**src/rtl/fc3l_pkg.sv**
```systemverilog
package fc3l_pkg;

    // Gate indices; the order fixes which raw signal and dead time feed each gate.
    localparam int GATE_S1 = 0;
    localparam int GATE_S2 = 1;
    localparam int GATE_S3 = 2;
    localparam int GATE_S4 = 3;
    localparam int NUM_GATES = 4;

    // Smallest half-period that still gives a proper triangle.
    localparam int MIN_HALF_PERIOD = 2;

endpackage

```
**src/rtl/fc3l_carrier.sv**
```systemverilog
module fc3l_carrier
    import fc3l_pkg::*;
#(
    parameter int CNT_W = 16,
    parameter int DT_W  = 8
) (
    input  logic             clk,
    input  logic             rst,
    input  logic             en,
    input  logic [CNT_W-1:0] period_i,
    input  logic [CNT_W-1:0] duty_i,
    input  logic [DT_W-1:0]  dt_outer_i,
    input  logic [DT_W-1:0]  dt_inner_i,
    output logic             raw_a_o,
    output logic             raw_b_o,
    output logic [DT_W-1:0]  dt_outer_o,
    output logic [DT_W-1:0]  dt_inner_o
);

    localparam int PH_W = CNT_W + 1;
    localparam logic [CNT_W-1:0] MIN_PER = CNT_W'(MIN_HALF_PERIOD);

    typedef struct packed {
        logic [PH_W-1:0]  ph;
        logic [CNT_W-1:0] per;
        logic [CNT_W-1:0] duty;
        logic [DT_W-1:0]  dto;
        logic [DT_W-1:0]  dti;
    } car_st_t;

    localparam car_st_t RST_ST = '{ph: '0, per: MIN_PER, duty: '0, dto: '0, dti: '0};

    car_st_t st_d, st_q;

    logic [PH_W-1:0]  per_ext_d;
    logic [PH_W-1:0]  last_d;
    logic [PH_W-1:0]  tri_a_d;
    logic [PH_W-1:0]  tri_b_d;
    logic [CNT_W-1:0] car_a_d;
    logic [CNT_W-1:0] car_b_d;
    logic             load_d;

    always_comb begin
        st_d      = st_q;
        per_ext_d = {1'b0, st_q.per};
        last_d    = (per_ext_d << 1) - PH_W'(1);
        load_d    = !en || (st_q.ph >= last_d);

        if (load_d) begin
            st_d.ph   = '0;
            st_d.per  = (period_i < MIN_PER) ? MIN_PER : period_i;
            st_d.duty = duty_i;
            st_d.dto  = dt_outer_i;
            st_d.dti  = dt_inner_i;
        end else begin
            st_d.ph = st_q.ph + PH_W'(1);
        end

        // Carrier A rises over the first half and falls over the second.
        // Carrier B is the same shape shifted by half a period.
        if (st_q.ph < per_ext_d) begin
            tri_a_d = st_q.ph;
            tri_b_d = per_ext_d - PH_W'(1) - st_q.ph;
        end else begin
            tri_a_d = last_d - st_q.ph;
            tri_b_d = st_q.ph - per_ext_d;
        end
        car_a_d = tri_a_d[CNT_W-1:0];
        car_b_d = tri_b_d[CNT_W-1:0];
    end

    always_ff @(posedge clk) begin
        if (rst) st_q <= RST_ST;
        else     st_q <= st_d;
    end

    assign raw_a_o    = en && (car_a_d < st_q.duty);
    assign raw_b_o    = en && (car_b_d < st_q.duty);
    assign dt_outer_o = st_q.dto;
    assign dt_inner_o = st_q.dti;

    // the phase stays inside one period of 2*P.
    p_phase_in_period_r3: assert property (@(posedge clk) disable iff (rst)
        st_q.ph < ({1'b0, st_q.per} << 1));

    // working duty and period change only when a new period begins.
    p_cfg_hold_r11: assert property (@(posedge clk) disable iff (rst)
        (st_q.ph != '0) |-> ($stable(st_q.duty) && $stable(st_q.per)));

    // a duty at or above P keeps both raw signals on.
    p_full_on_r8: assert property (@(posedge clk) disable iff (rst)
        (en && st_q.duty >= st_q.per) |-> (raw_a_o && raw_b_o));

endmodule

```
**src/rtl/fc3l_deadtime.sv**
```systemverilog
module fc3l_deadtime #(
    parameter int DT_W = 8
) (
    input  logic            clk,
    input  logic            rst,
    input  logic            kill_i,
    input  logic            raw_i,
    input  logic [DT_W-1:0] dt_i,
    output logic            gate_o
);

    localparam logic [DT_W-1:0] CNT_MAX = '1;

    typedef struct packed {
        logic [DT_W-1:0] cnt;
        logic            gate;
    } dt_st_t;

    dt_st_t st_d, st_q;

    always_comb begin
        st_d = st_q;
        if (kill_i || !raw_i) begin
            // Falling edges pass straight through and restart the delay count.
            st_d.cnt  = '0;
            st_d.gate = 1'b0;
        end else begin
            st_d.gate = (st_q.cnt >= dt_i);
            st_d.cnt  = (st_q.cnt == CNT_MAX) ? st_q.cnt : st_q.cnt + DT_W'(1);
        end
    end

    always_ff @(posedge clk) begin
        if (rst) st_q <= '0;
        else     st_q <= st_d;
    end

    assign gate_o = st_q.gate;

    // a gate is on only if its raw request was on one cycle before.
    p_gate_needs_raw_r7: assert property (@(posedge clk) disable iff (rst)
        gate_o |-> $past(raw_i && !kill_i));

endmodule

```
**src/rtl/fc3l_pwm.sv**
```systemverilog
module fc3l_pwm
    import fc3l_pkg::*;
#(
    parameter int CNT_W = 16,
    parameter int DT_W  = 8
) (
    input  logic             clk,
    input  logic             rst,
    input  logic             en,
    input  logic [CNT_W-1:0] period_i,
    input  logic [CNT_W-1:0] duty_i,
    input  logic [DT_W-1:0]  dt_outer_i,
    input  logic [DT_W-1:0]  dt_inner_i,
    output logic             gate_s1_o,
    output logic             gate_s2_o,
    output logic             gate_s3_o,
    output logic             gate_s4_o
);

    logic            raw_a;
    logic            raw_b;
    logic [DT_W-1:0] dto_w;
    logic [DT_W-1:0] dti_w;

    logic [NUM_GATES-1:0] raw_sel;
    logic [DT_W-1:0]      dt_sel [NUM_GATES];
    logic [NUM_GATES-1:0] gate_w;

    fc3l_carrier #(
        .CNT_W (CNT_W),
        .DT_W  (DT_W)
    ) u_carrier (
        .clk        (clk),
        .rst        (rst),
        .en         (en),
        .period_i   (period_i),
        .duty_i     (duty_i),
        .dt_outer_i (dt_outer_i),
        .dt_inner_i (dt_inner_i),
        .raw_a_o    (raw_a),
        .raw_b_o    (raw_b),
        .dt_outer_o (dto_w),
        .dt_inner_o (dti_w)
    );

    // The outer pair follows carrier A and the inner pair follows carrier B.
    always_comb begin
        raw_sel[GATE_S1] = raw_a;
        raw_sel[GATE_S4] = !raw_a;
        raw_sel[GATE_S2] = raw_b;
        raw_sel[GATE_S3] = !raw_b;
        dt_sel[GATE_S1]  = dto_w;
        dt_sel[GATE_S4]  = dto_w;
        dt_sel[GATE_S2]  = dti_w;
        dt_sel[GATE_S3]  = dti_w;
    end

    for (genvar g = 0; g < NUM_GATES; g++) begin : g_dt
        fc3l_deadtime #(
            .DT_W (DT_W)
        ) u_dt (
            .clk    (clk),
            .rst    (rst),
            .kill_i (!en),
            .raw_i  (raw_sel[g]),
            .dt_i   (dt_sel[g]),
            .gate_o (gate_w[g])
        );
    end

    assign gate_s1_o = gate_w[GATE_S1];
    assign gate_s2_o = gate_w[GATE_S2];
    assign gate_s3_o = gate_w[GATE_S3];
    assign gate_s4_o = gate_w[GATE_S4];

    // no overlap in either complementary pair.
    p_outer_no_overlap_r2: assert property (@(posedge clk) disable iff (rst)
        !(gate_s1_o && gate_s4_o));
    p_inner_no_overlap_r2: assert property (@(posedge clk) disable iff (rst)
        !(gate_s2_o && gate_s3_o));

    // disabling turns every gate off at the next edge.
    p_off_when_disabled_r1: assert property (@(posedge clk) disable iff (rst)
        !en |=> !(gate_s1_o || gate_s2_o || gate_s3_o || gate_s4_o));

endmodule

```
**config.mk**
```make
export PLATFORM = sky130hd
export DESIGN_NAME = fc3l_pwm
export DESIGN_NICKNAME = d
export VERILOG_FILES = /design/src/rtl/fc3l_pkg.sv /design/src/rtl/fc3l_carrier.sv /design/src/rtl/fc3l_deadtime.sv /design/src/rtl/fc3l_pwm.sv
export SDC_FILE = /design/constraint.sdc
export NUM_CORES = 1
export LEC_CHECK = 0
export ABC_CLOCK_PERIOD_IN_PS = 5070
export BUFFER_PORTS_ARGS = -buffer_cell sky130_fd_sc_hd__buf_4
export CAP_MARGIN = 20
export CORE_MARGIN = 1.5
export CORE_UTILIZATION = 44
export CTS_CLUSTER_SIZE = 25
export DETAILED_ROUTE_END_ITERATION = 16
export GPL_TIMING_DRIVEN = 0
export PLACE_DENSITY_LB_ADDON = 0.12
export SKIP_LAST_GASP = 1
export SLEW_MARGIN = 40
export SYNTH_ARGS = -nofsm -noshare
export SYNTH_HDL_FRONTEND = slang
export SYNTH_SLANG_ARGS = --single-unit
```
**constraint.sdc**
```tcl
create_clock -name clk -period 5.07 [get_ports clk]
set_input_delay 1.014 -clock clk [delete_from_list [all_inputs] [get_ports clk]]
set_output_delay 1.014 -clock clk [all_outputs]
set_load 0.03 [all_outputs]
```
=== Word-level counts from Yosys, hierarchy flattened ===
Cells that the tools add are included.

* Register bits after elaboration: 101
* Word-level logic and storage cells: 54
* Output and inout bits: 4

* Order comparisons: 9
* Add/sub/neg operators: 10
* Equality and inequality tests: 4
* Reduce and logical (&&, ||, !) cells: 15
* Mux-type cells: 3

{| class="wikitable"
|+ Operator list
! operator !! number
|-
| $mux W16 || 3
|-
| $sub A16 B16 Y16 || 3
|-
| $add A8 B1 Y8 const B || 4
|-
| $eq A8 B8 Y1 const B || 4
|-
| $ge A8 B8 Y1 || 4
|-
| $lt A16 B16 Y1 || 2
|-
| $add A17 B1 Y17 const B || 1
|-
| $ge A17 B17 Y1 || 1
|-
| $lt A17 B16 Y1 || 1
|-
| $sub A17 B1 Y17 const B || 1
|-
| $lt A16 B2 Y1 const B || 1
|-
| $sub A16 B1 Y16 const B || 1
|-
| $reduce_or A2 Y1 || 5
|-
| $logic_or A1 B1 Y1 || 5
|-
| $logic_not A1 Y1 || 3
|-
| $logic_and A1 B1 Y1 || 2
|}

=== Depth between registers and ports, before layout ===
Gate-level depths: netlist of run 1.

* Depth in word-level cells: 8
* Depth in mapped cells: 22

=== By module ===
A second synthesis of run 1 with hierarchy kept.

* Cells, all modules: 1035
* Area total of the unflattened synthesis: 8486.9 µm²

{| class="wikitable"
|+ By module, submodules not included
! module !! instances !! cells each !! area an instance (µm²)
|-
| fc3l_carrier || 1 || 752 || 6018.3
|-
| fc3l_deadtime || 4 || 70 || 614.3
|-
| fc3l_pwm || 1 || 3 || 11.3
|}

=== Worst setup path after synthesis of run 1 ===
Ideal clock, no wire load.

* Kind: register to register
* From: reg u_carrier.st_q, in the netlist u_carrier.per_ext_d[0]
* To: reg g_dt[3].u_dt.st_q, in the netlist g_dt[3].u_dt.gate_o
* Clock period less this slack: 4266 ps
* Setup slack: 804 ps
* Cell stages (with the launch flop): 21
* Path buffers: 2
* Data arrival time: 4187 ps
* Data required time: 4991 ps
* Path through: dfxtp_1 nor3_1 nand3_1 or3_1 nand2b_1 nor2_1 xnor2_1 ha_1 clkbuf_1 and3_1 a21oi_1 o21ai_0 o41ai_1 xor2_1 o21ai_0 ha_1 nand2_1 o41a_1 or2_4 buf_6 a211oi_2

* Word-level cells in the longest chain between the ends: 7
* Elaborated cells on any way between the ends: 8
* Classes of those cells: 2 x add/sub; 2 x order compare; 1 x mux; 3 x reduce/logical

{| class="wikitable"
|+ Ends and longest elaborated chain
! item !! line !! text
|-
| start: declaration || fc3l_carrier.sv:33 || <nowiki>car_st_t st_d, st_q;</nowiki>
|-
| start signal: assignment || fc3l_carrier.sv:74 || <nowiki>else st_q <= st_d;</nowiki>
|-
| $sub A17 B1 Y17 || fc3l_carrier.sv:46 || <nowiki>last_d = (per_ext_d << 1) - PH_W'(1);</nowiki>
|-
| $sub A16 B16 Y16 || fc3l_carrier.sv:65 || <nowiki>tri_a_d = last_d - st_q.ph;</nowiki>
|-
| $mux W16 (*) || fc3l_carrier.sv:61 || <nowiki>if (st_q.ph < per_ext_d) begin</nowiki>
|-
| $lt A16 B16 Y1 (*) || fc3l_carrier.sv:77 || <nowiki>assign raw_a_o = en && (car_a_d < st_q.duty);</nowiki>
|-
| $logic_and A1 B1 Y1 (*) || fc3l_carrier.sv:77 ||
|-
| $logic_or A1 B1 Y1 (*) || fc3l_deadtime.sv:23 || <nowiki>if (kill_i || !raw_i) begin</nowiki>
|-
| $reduce_or A2 Y1 (no line) (*) || - ||
|-
| end signal: assignment || fc3l_deadtime.sv:35 || <nowiki>else st_q <= st_d;</nowiki>
|-
| end: declaration || fc3l_deadtime.sv:19 || <nowiki>dt_st_t st_d, st_q;</nowiki>
|}

Every way passes the cells marked *; elsewhere a longest branch is shown, timed or not.
A chain may end at the register's enable or synchronous reset.

=== Final worst setup path of run 1 ===
* From: reg u_carrier.st_q, in the netlist u_carrier.per_ext_d[10]
* To: reg g_dt[1].u_dt.st_q, in the netlist g_dt[1].u_dt.gate_o

* Word-level cells in the longest chain between the ends: 8
* Elaborated cells on any way between the ends: 10
* Classes of those cells: 3 x add/sub; 2 x order compare; 1 x mux; 4 x reduce/logical

{| class="wikitable"
|+ Ends and longest elaborated chain
! item !! line !! text
|-
| $sub A16 B1 Y16 || fc3l_carrier.sv:63 || <nowiki>tri_b_d = per_ext_d - PH_W'(1) - st_q.ph;</nowiki>
|-
| $sub A16 B16 Y16 || fc3l_carrier.sv:63 ||
|-
| $mux W16 (*) || fc3l_carrier.sv:61 ||
|-
| $lt A16 B16 Y1 (*) || fc3l_carrier.sv:78 || <nowiki>assign raw_b_o = en && (car_b_d < st_q.duty);</nowiki>
|-
| $logic_and A1 B1 Y1 (*) || fc3l_carrier.sv:78 ||
|-
| $logic_not A1 Y1 (*) || fc3l_deadtime.sv:23 ||
|-
| $logic_or A1 B1 Y1 (*) || fc3l_deadtime.sv:23 ||
|-
| $reduce_or A2 Y1 (no line) (*) || - ||
|-
| end signal: assignment || fc3l_deadtime.sv:35 ||
|-
| end: declaration || fc3l_deadtime.sv:19 ||
|}

Marked as above.

==> run_results.csv, run 1 <==
group,metric,value,unit
status,status,"finished, final reports clean",
synthesis,synth_mux_area_frac,0.0733,
floorplan,io-pin-count,55,
global_routing,overflow,0,
synthesis,synth_edf_count,0,
clock_tree,clock_path_buffers,2,
critical_path,crit_required,5320,ps
critical_path,crit_type,"reg -> reg",
placed_design,gp_congestion,0.852,
detailed_routing,drc,0,
synthesis,synth_cell_types,78,
detailed_routing,drt_iter0_drc,246,
clock_tree,cts.htree.levels,3,
sta,period_share,0.954,
pwr,power_leakage,4.21,nW
flow_run,max-cap-violations,0,
sta,relSlewSlack,0.492,
floorplan,dieArea,19800,µm²
floorplan,die_h,141,µm
critical_path,start_kind,"register",
clock_tree,cts_tree,"done",
synthesis,synth_compound_area_frac,0.168,
detailed_routing,viasPerCell,5.49,
critical_path,critical-path-top-delay-family,"compound AO/OA/AOI/OAI gates",
worst_hold_path,hp-class,"reg -> reg",
sta,period_minus_slack,4830,ps
sta,rsz0062_at_grt,"true",
clock_tree,clock_latency,360,ps
synthesis,ys_seq_area_frac,0.243,
global_routing,grt_use_met2,0.394,
clock_tree,cts_made_buffers,9,
synthesis,yosys_most_used_dff,"dfxtp_1",
critical_path,reg2reg_to,"g_dt[1].u_dt.gate_o",
detailed_routing,routedWlPerCell,17.0,µm
critical_path,cp-end-kind,"register",
synthesis,syn_avg_cell_area,8.35,µm²
global_routing,antenna_found_initial,0,
pwr,powerDensity,235,nW/µm²
pwr,worst_ir_drop_vdd,0.000135,V
synthesis,async_flop_share,0,
cells_and_area,antenna_cells,0,
floorplan,row_count,50,
global_routing,track_usage,0.231,
floorplan,fp.dieW,141,µm
clock_tree,clockRootBuffer,"clkbuf_16",
critical_path,crit_buf_inv,3,
sta,drv_slew,0,
cells_and_area,mostFrequentLayoutCells,"126 x ha_1, 121 x nor2_1, 94 x inv_1, 92 x dfxtp_1, 67 x buf_4",
critical_path,cp-startpoint,"u_carrier.per_ext_d[10]",
critical_path,worst-path-stages,21,
synthesis,ys.warnings.count,0,
synthesis,synth_top_area_frac,0.243,
global_routing,grt_max_degree,17,
sta,finalSetupViolations,0,
critical_path,timing.rr.start,"u_carrier.per_ext_d[10]",
synthesis,synthesis.nets,1179,
detailed_routing,detail-route-antenna-nets,0,
critical_path,crit_slowest_cell,"a311o_2",
critical_path,crit_end,"g_dt[1].u_dt.gate_o",
sta,skew,11.7,ps
critical_path,ff2ff_path_depth,21,
synthesis,synth_area,8330,µm²
floorplan,core,18600,µm²
cells_and_area,fillers,1831,
critical_path,cpPeakStageDelay,490,ps
synthesis,synth_seq_cells,101,
pwr,power,2.25,mW
cells_and_area,area_growth,15.1,%
sta,fmax,207,MHz
global_routing,globalRouteMet3Util,0.0346,
critical_path,rrSetupSlack,240,ps
clock_tree,clk_pin_slew,70,ps
synthesis,synthAdderAreaFrac,0.196,
synthesis,synth_simple_gate_area_share,0.195,
synthesis,yosys.area.top_type,"dfxtp_1",
detailed_routing,drt_first_pass_iters,4,
sta,setup_slack,236,ps
placed_design,portBuffers,53,
floorplan,start_util,0.447,
worst_hold_path,worstHoldStart,"u_carrier.st_q[17]",
global_routing,met1_usage,0.304,
synthesis,yosys.area_share.xor_xnor,0.0673,
cells_and_area,layout_commonest_cell,"ha_1",
cells_and_area,final_net_count,1254,
sta,hold_violations,0,
placed_design,place_ws,-681,ps
clock_tree,clkSinkCount,101,
synthesis,synth.area.top_cells,"dfxtp_1 24%, ha_1 19%, mux2i_1 6.6%, nor2_1 5.5%, xnor2_1 4.6%",
global_routing,busiest_layer,"met2",
detailed_routing,totalWireLength,22300,µm
critical_path,worstPathArrival,5080,ps
placed_design,place_hpwl,17900,µm
synthesis,netlist_instances,998,
global_routing,grt_pass1_vias,6937,
global_routing,grt_pass1_wl,35900,µm
cells_and_area,drive_gt1_frac,0.148,
sta,worst_pin_slew,755,ps
detailed_routing,vias,7196,
synthesis,synth_top_family_by_area,"adder cells",
critical_path,cp_max_fo,10,
clock_tree,postCtsHoldBufs,0,
critical_path,path_cells,"inv_1 -> ha_1 -> buf_6 -> a21oi_4 -> o211ai_2 -> a311o_2 -> o31a_1 -> a211oi_2 -> o2111ai_1 -> nand3_1 -> xor2_2 -> ha_1 -> nand3_1 -> nor2_2 -> and3_4 -> nand2_2 -> nor4_4 -> o22ai_2 -> buf_4 -> nand2_2 -> o21ba_2",
==> metrics by stage <==
stage / hold slack, ps / TNS, ps / std cells / area [µm²] / util
after CTS: 502 / 0 / 1312 / 9520 / 0.511
after floorplan: 463 / 0 / 998 / 8330 / -
after global placement: 474 / -24590 / 1285 / 9020 / 0.484
after detailed placement: 485 / -19530 / 1285 / 9030 / 0.484
final: 498 / 0 / 1311 / 9600 / 0.515
after global routing: 518 / -75.4 / 1311 / 9600 / 0.515
==> cell type report <==
type	count	area [µm²]	share of cell area
Sequential cell	101	2040	0.212
Clock buffer	10	229	0.0239
Timing Repair Buffer	66	508	0.0529
Multi-Input combinational cell	777	5990	0.624
Inverter	94	353	0.0368
Tap cell	234	293	0.0305
Clock inverter	5	60.1	0.00626
Buffer	24	126	0.0132
==> metal layers <==
layer	vias to the layer above	part of all wire	wire (µm)
met4	0	0.017	390
li1	3664	-	-
met5	-	0	0
met2	114	0.47	10500
met1	3392	0.48	10700
met3	26	0.036	801
==> sequential cells by signal, indices dropped and copies added (netlist names) <==
register / count
g_dt.u_dt.st_q: 32
u_carrier.dt_inner_o: 8
u_carrier.per_ext_d: 16
u_carrier.dt_outer_o: 8
u_carrier.st_q: 33
g_dt.u_dt.gate_o: 4
==> logic make-up (layout without fill, tap and decap cells) <==
logic type | Yosys count | count (layout)
compound gates | 195 | 195
xor+xnor | 64 | 64
fa+ha+maj | 130 | 130
buf+inv | 120 | 199
flops | 101 | 101
mux | 60 | 60
simple gates | 328 | 328
==> timing repair <==
action | in CTS | in global routing
resized for setup | 23 | 23
buffers inserted | 12 | 1
pin swaps | 11 | 12
cloned | 0 | 0
endpoints found under the hold margin | 0 | 0
endpoints found under the setup margin | 36 | 36
==> worst min-delay path by stage <==
stage                                   end  cells after the start  slack, ps
finish                   u_carrier.st_q[17]                      2        500
global route        u_carrier.dt_inner_o[4]                      2        520
CTS                 u_carrier.dt_inner_o[1]                      2        500
detailed placement  u_carrier.dt_inner_o[1]                      2        480
global placement    u_carrier.dt_inner_o[3]                      2        470
floorplan           u_carrier.dt_inner_o[1]                      2        460
==> Yosys cell counts (all sizes together) (3+ instances only) <==
library cell	instances
ha	129
buf	15
nor3b	3
o21bai	3
and4	4
o31a	3
nor2b	17
o21a	5
a211oi	10
o211ai	8
nor2	122
o21ai	40
nand3	35
or2	4
a21oi	51
nand2b	11
inv	94
xor2	20
a31oi	7
a21o	29
a2111o	3
clkbuf	11
and3	14
mux2	5
dfxtp	101
mux2i	55
nand2	53
a2111oi	5
a311oi	5
xnor2	44
nor3	28
o2111a	4
nand4	16
o31ai	3
nor4	12
and2	4
==> report_power, final <==
group	internal [mW]	switching, mW
sequential	0.825	0.0329
clock	0.383	0.324
combinational	0.311	0.377
==> tightest hold or removal path: cells and delay by family (launching register included) <==
| family | cells | cell delay, ps |
|---|---|---|
| flip-flops | 1 | 330 |
| multiplexers | 1 | 70 |
| AND/OR/NAND/NOR | 1 | 70 |
No activity file was read; power rests on OpenSTA's default activity.
==> run 2, diff against run 1 <==
Settings changed: CORE_MARGIN 1.5 to not set.
==> run_results.csv, run 2 (synthesis gave the netlist of run 1 again) <==
group,metric,value,unit
critical_path,rrSetupSlack,110,ps
critical_path,crit_slowest_cell,"a311o_2",
worst_hold_path,hold_end,"u_carrier.dt_inner_o[2]",
placed_design,postPlaceCellArea,9020,µm²
clock_tree,cts.htree.levels,3,
pwr,pwr-share-seq,0.370,
floorplan,core,18300,µm²
cells_and_area,largest_reg_flops,33,
global_routing,antenna_found_initial,0,
critical_path,crit_type,"reg -> reg",
pwr,power,2.32,mW
detailed_routing,drc,0,
detailed_routing,detail-route-antenna-nets,0,
cells_and_area,seqCellArea,2030,µm²
worst_hold_path,hold_path_depth,2,
pwr,power_leakage,4.22,nW
sta,worst_pin_slew,652,ps
sta,relSlewSlack,0.561,
global_routing,overflow,0,
floorplan,die_h,140,µm
sta,fmax,202,MHz
global_routing,grt_max_degree,17,
critical_path,path_cells,"inv_1 -> ha_1 -> buf_6 -> a21oi_4 -> o211ai_2 -> a311o_2 -> nor3_4 -> buf_4 -> buf_4 -> a21oi_1 -> xnor2_1 -> ha_1 -> and4_1 -> a221o_1 -> nand2_1 -> nand4_1 -> o22ai_4 -> nand2_1 -> o21ba_2",
critical_path,crit_required,5350,ps
floorplan,io-pin-count,55,
cells_and_area,layout_commonest_cell,"ha_1",
clock_tree,clk_pin_slew,70,ps
cells_and_area,fin_util,0.527,
clock_tree,clock_path_buffers,2,
sta,skew,5.55,ps
placed_design,place_hpwl,17800,µm
detailed_routing,routedWlPerCell,16.5,µm
pwr,worst_ir_drop_vdd,0.000172,V
placed_design,gp_congestion,0.849,
worst_hold_path,worstHoldStart,"u_carrier.dt_inner_o[2]",
global_routing,grt_pass1_vias,6759,
cells_and_area,mostFrequentLayoutCells,"126 x ha_1, 121 x nor2_1, 94 x inv_1, 94 x dfxtp_1, 68 x buf_4",
cells_and_area,regMostFlops,"u_carrier.st_q",
worst_hold_path,hp-class,"reg -> reg",
critical_path,reg2reg_to,"g_dt[1].u_dt.gate_o",
cells_and_area,drive_gt1_frac,0.146,
flow_run,max-cap-violations,0,
pwr,pwr-share-clk,0.334,
sta,tns,0,ps
clock_tree,clock_latency,340,ps
clock_tree,postCtsHoldBufs,0,
critical_path,ff2ff_path_depth,19,
floorplan,start_util,0.456,
cells_and_area,fillers,1777,
detailed_routing,drt_first_pass_iters,5,
detailed_routing,totalWireLength,21500,µm
cells_and_area,antenna_cells,0,
cells_and_area,final_cell_area,9630,µm²
sta,period_minus_slack,4960,ps
pwr,p_sw,699,µW
sta,finalSetupViolations,0,
floorplan,fp.dieW,140,µm
critical_path,cp-end-kind,"register",
floorplan,dieArea,19500,µm²
clock_tree,clockRootBuffer,"clkbuf_16",
floorplan,row_count,49,
placed_design,portBuffers,53,
detailed_routing,vias,7091,
pwr,switching_share,0.302,
global_routing,track_usage,0.226,
pwr,power_frac_comb,0.296,
detailed_routing,viasPerCell,5.43,
critical_path,worstPathArrival,5240,ps
sta,drv_slew,0,
critical_path,start_kind,"register",
detailed_routing,drt_iter0_drc,302,
clock_tree,cts_made_buffers,9,
status,status,"finished, final reports clean",
global_routing,grt_pass1_wl,34800,µm
pwr,intPower,1.62,mW
critical_path,timing.rr.start,"u_carrier.per_ext_d[10]",
sta,hold_violations,0,
sta,period_share,0.978,
cells_and_area,final_net_count,1255,
clock_tree,clkSinkCount,101,
critical_path,cp_max_fo,10,
cells_and_area,multi_input_area,5990,µm²
pwr,powerDensity,241,nW/µm²
critical_path,cpPeakStageDelay,490,ps
cells_and_area,area_growth,15.5,%
clock_tree,cts_tree,"done",
## run 2: cell type report
type	instances	share of cell area
Clock buffer	9	0.0234
Clock inverter	6	0.0116
Multi-Input combinational cell	777	0.622
Tap cell	229	0.0298
Timing Repair Buffer	65	0.0507
Inverter	94	0.0366
Buffer	26	0.0148
Sequential cell	101	0.211
## run 2: through the flow
step | worst slack [ps] | std cells | hold slack [ps]
2_1_floorplan | 804 | 998 | 463
3_3_place_gp | -597 | 1280 | 475
3_5_place_dp | -668 | 1280 | 485
4_1_cts | 0.959 | 1299 | 502
5_1_grt | -18.0 | 1307 | 527
6_report | 110 | 1307 | 494
## run 2: how the worst max path moves through the flow
stage                                  startpoint                   to  slack, ps  depth (start not counted)
final                     u_carrier.per_ext_d[10]  g_dt[1].u_dt.gate_o        110                         19
after global routing      u_carrier.per_ext_d[10]  g_dt[2].u_dt.gate_o        -20                         21
after CTS                 u_carrier.per_ext_d[14]  g_dt[2].u_dt.gate_o          1                         17
after detailed placement  u_carrier.per_ext_d[11]  g_dt[2].u_dt.gate_o       -670                         20
after global placement    u_carrier.per_ext_d[10]  g_dt[2].u_dt.gate_o       -600                         21
after floorplan            u_carrier.per_ext_d[0]  g_dt[3].u_dt.gate_o        800                         20
## run 2: power by group through the flow
stage	clock (mW)	combinational (mW)	sequential, mW
floorplan	0	0.468	0.865
global placement	0	0.628	0.872
detailed placement	0	0.635	0.874
CTS	0.795	0.649	0.856
global route	0.829	0.764	0.861
finish	0.774	0.686	0.857
## run 2: metal layers
metal | routed length (µm) | track usage | vias to the layer above
met2 | 10100 | 0.388 | 128
li1 | - | - | 3662
met1 | 10500 | 0.307 | 3285
met3 | 703 | 0.0200 | 16
met5 | 0 | 0 | -
met4 | 253 | 0.0463 | 0
## run 2: repair_timing
action,in CTS,in global routing
setup endpoints to repair,36,36
endpoints found under the hold margin,0,0
resized for setup,16,32
pin swaps,3,10
setup buffers,4,8
## run 2: worst max-delay path, delay by kind of cell, from the launching register on
kind,cells,cell delay [ps]
AO/OA/AOI/OAI,7,1800
XOR/XNOR,1,270
adder cells (fa/ha/maj),2,620
buffers and inverters,4,680
flip-flops,1,390
AND/OR/NAND/NOR,5,1130
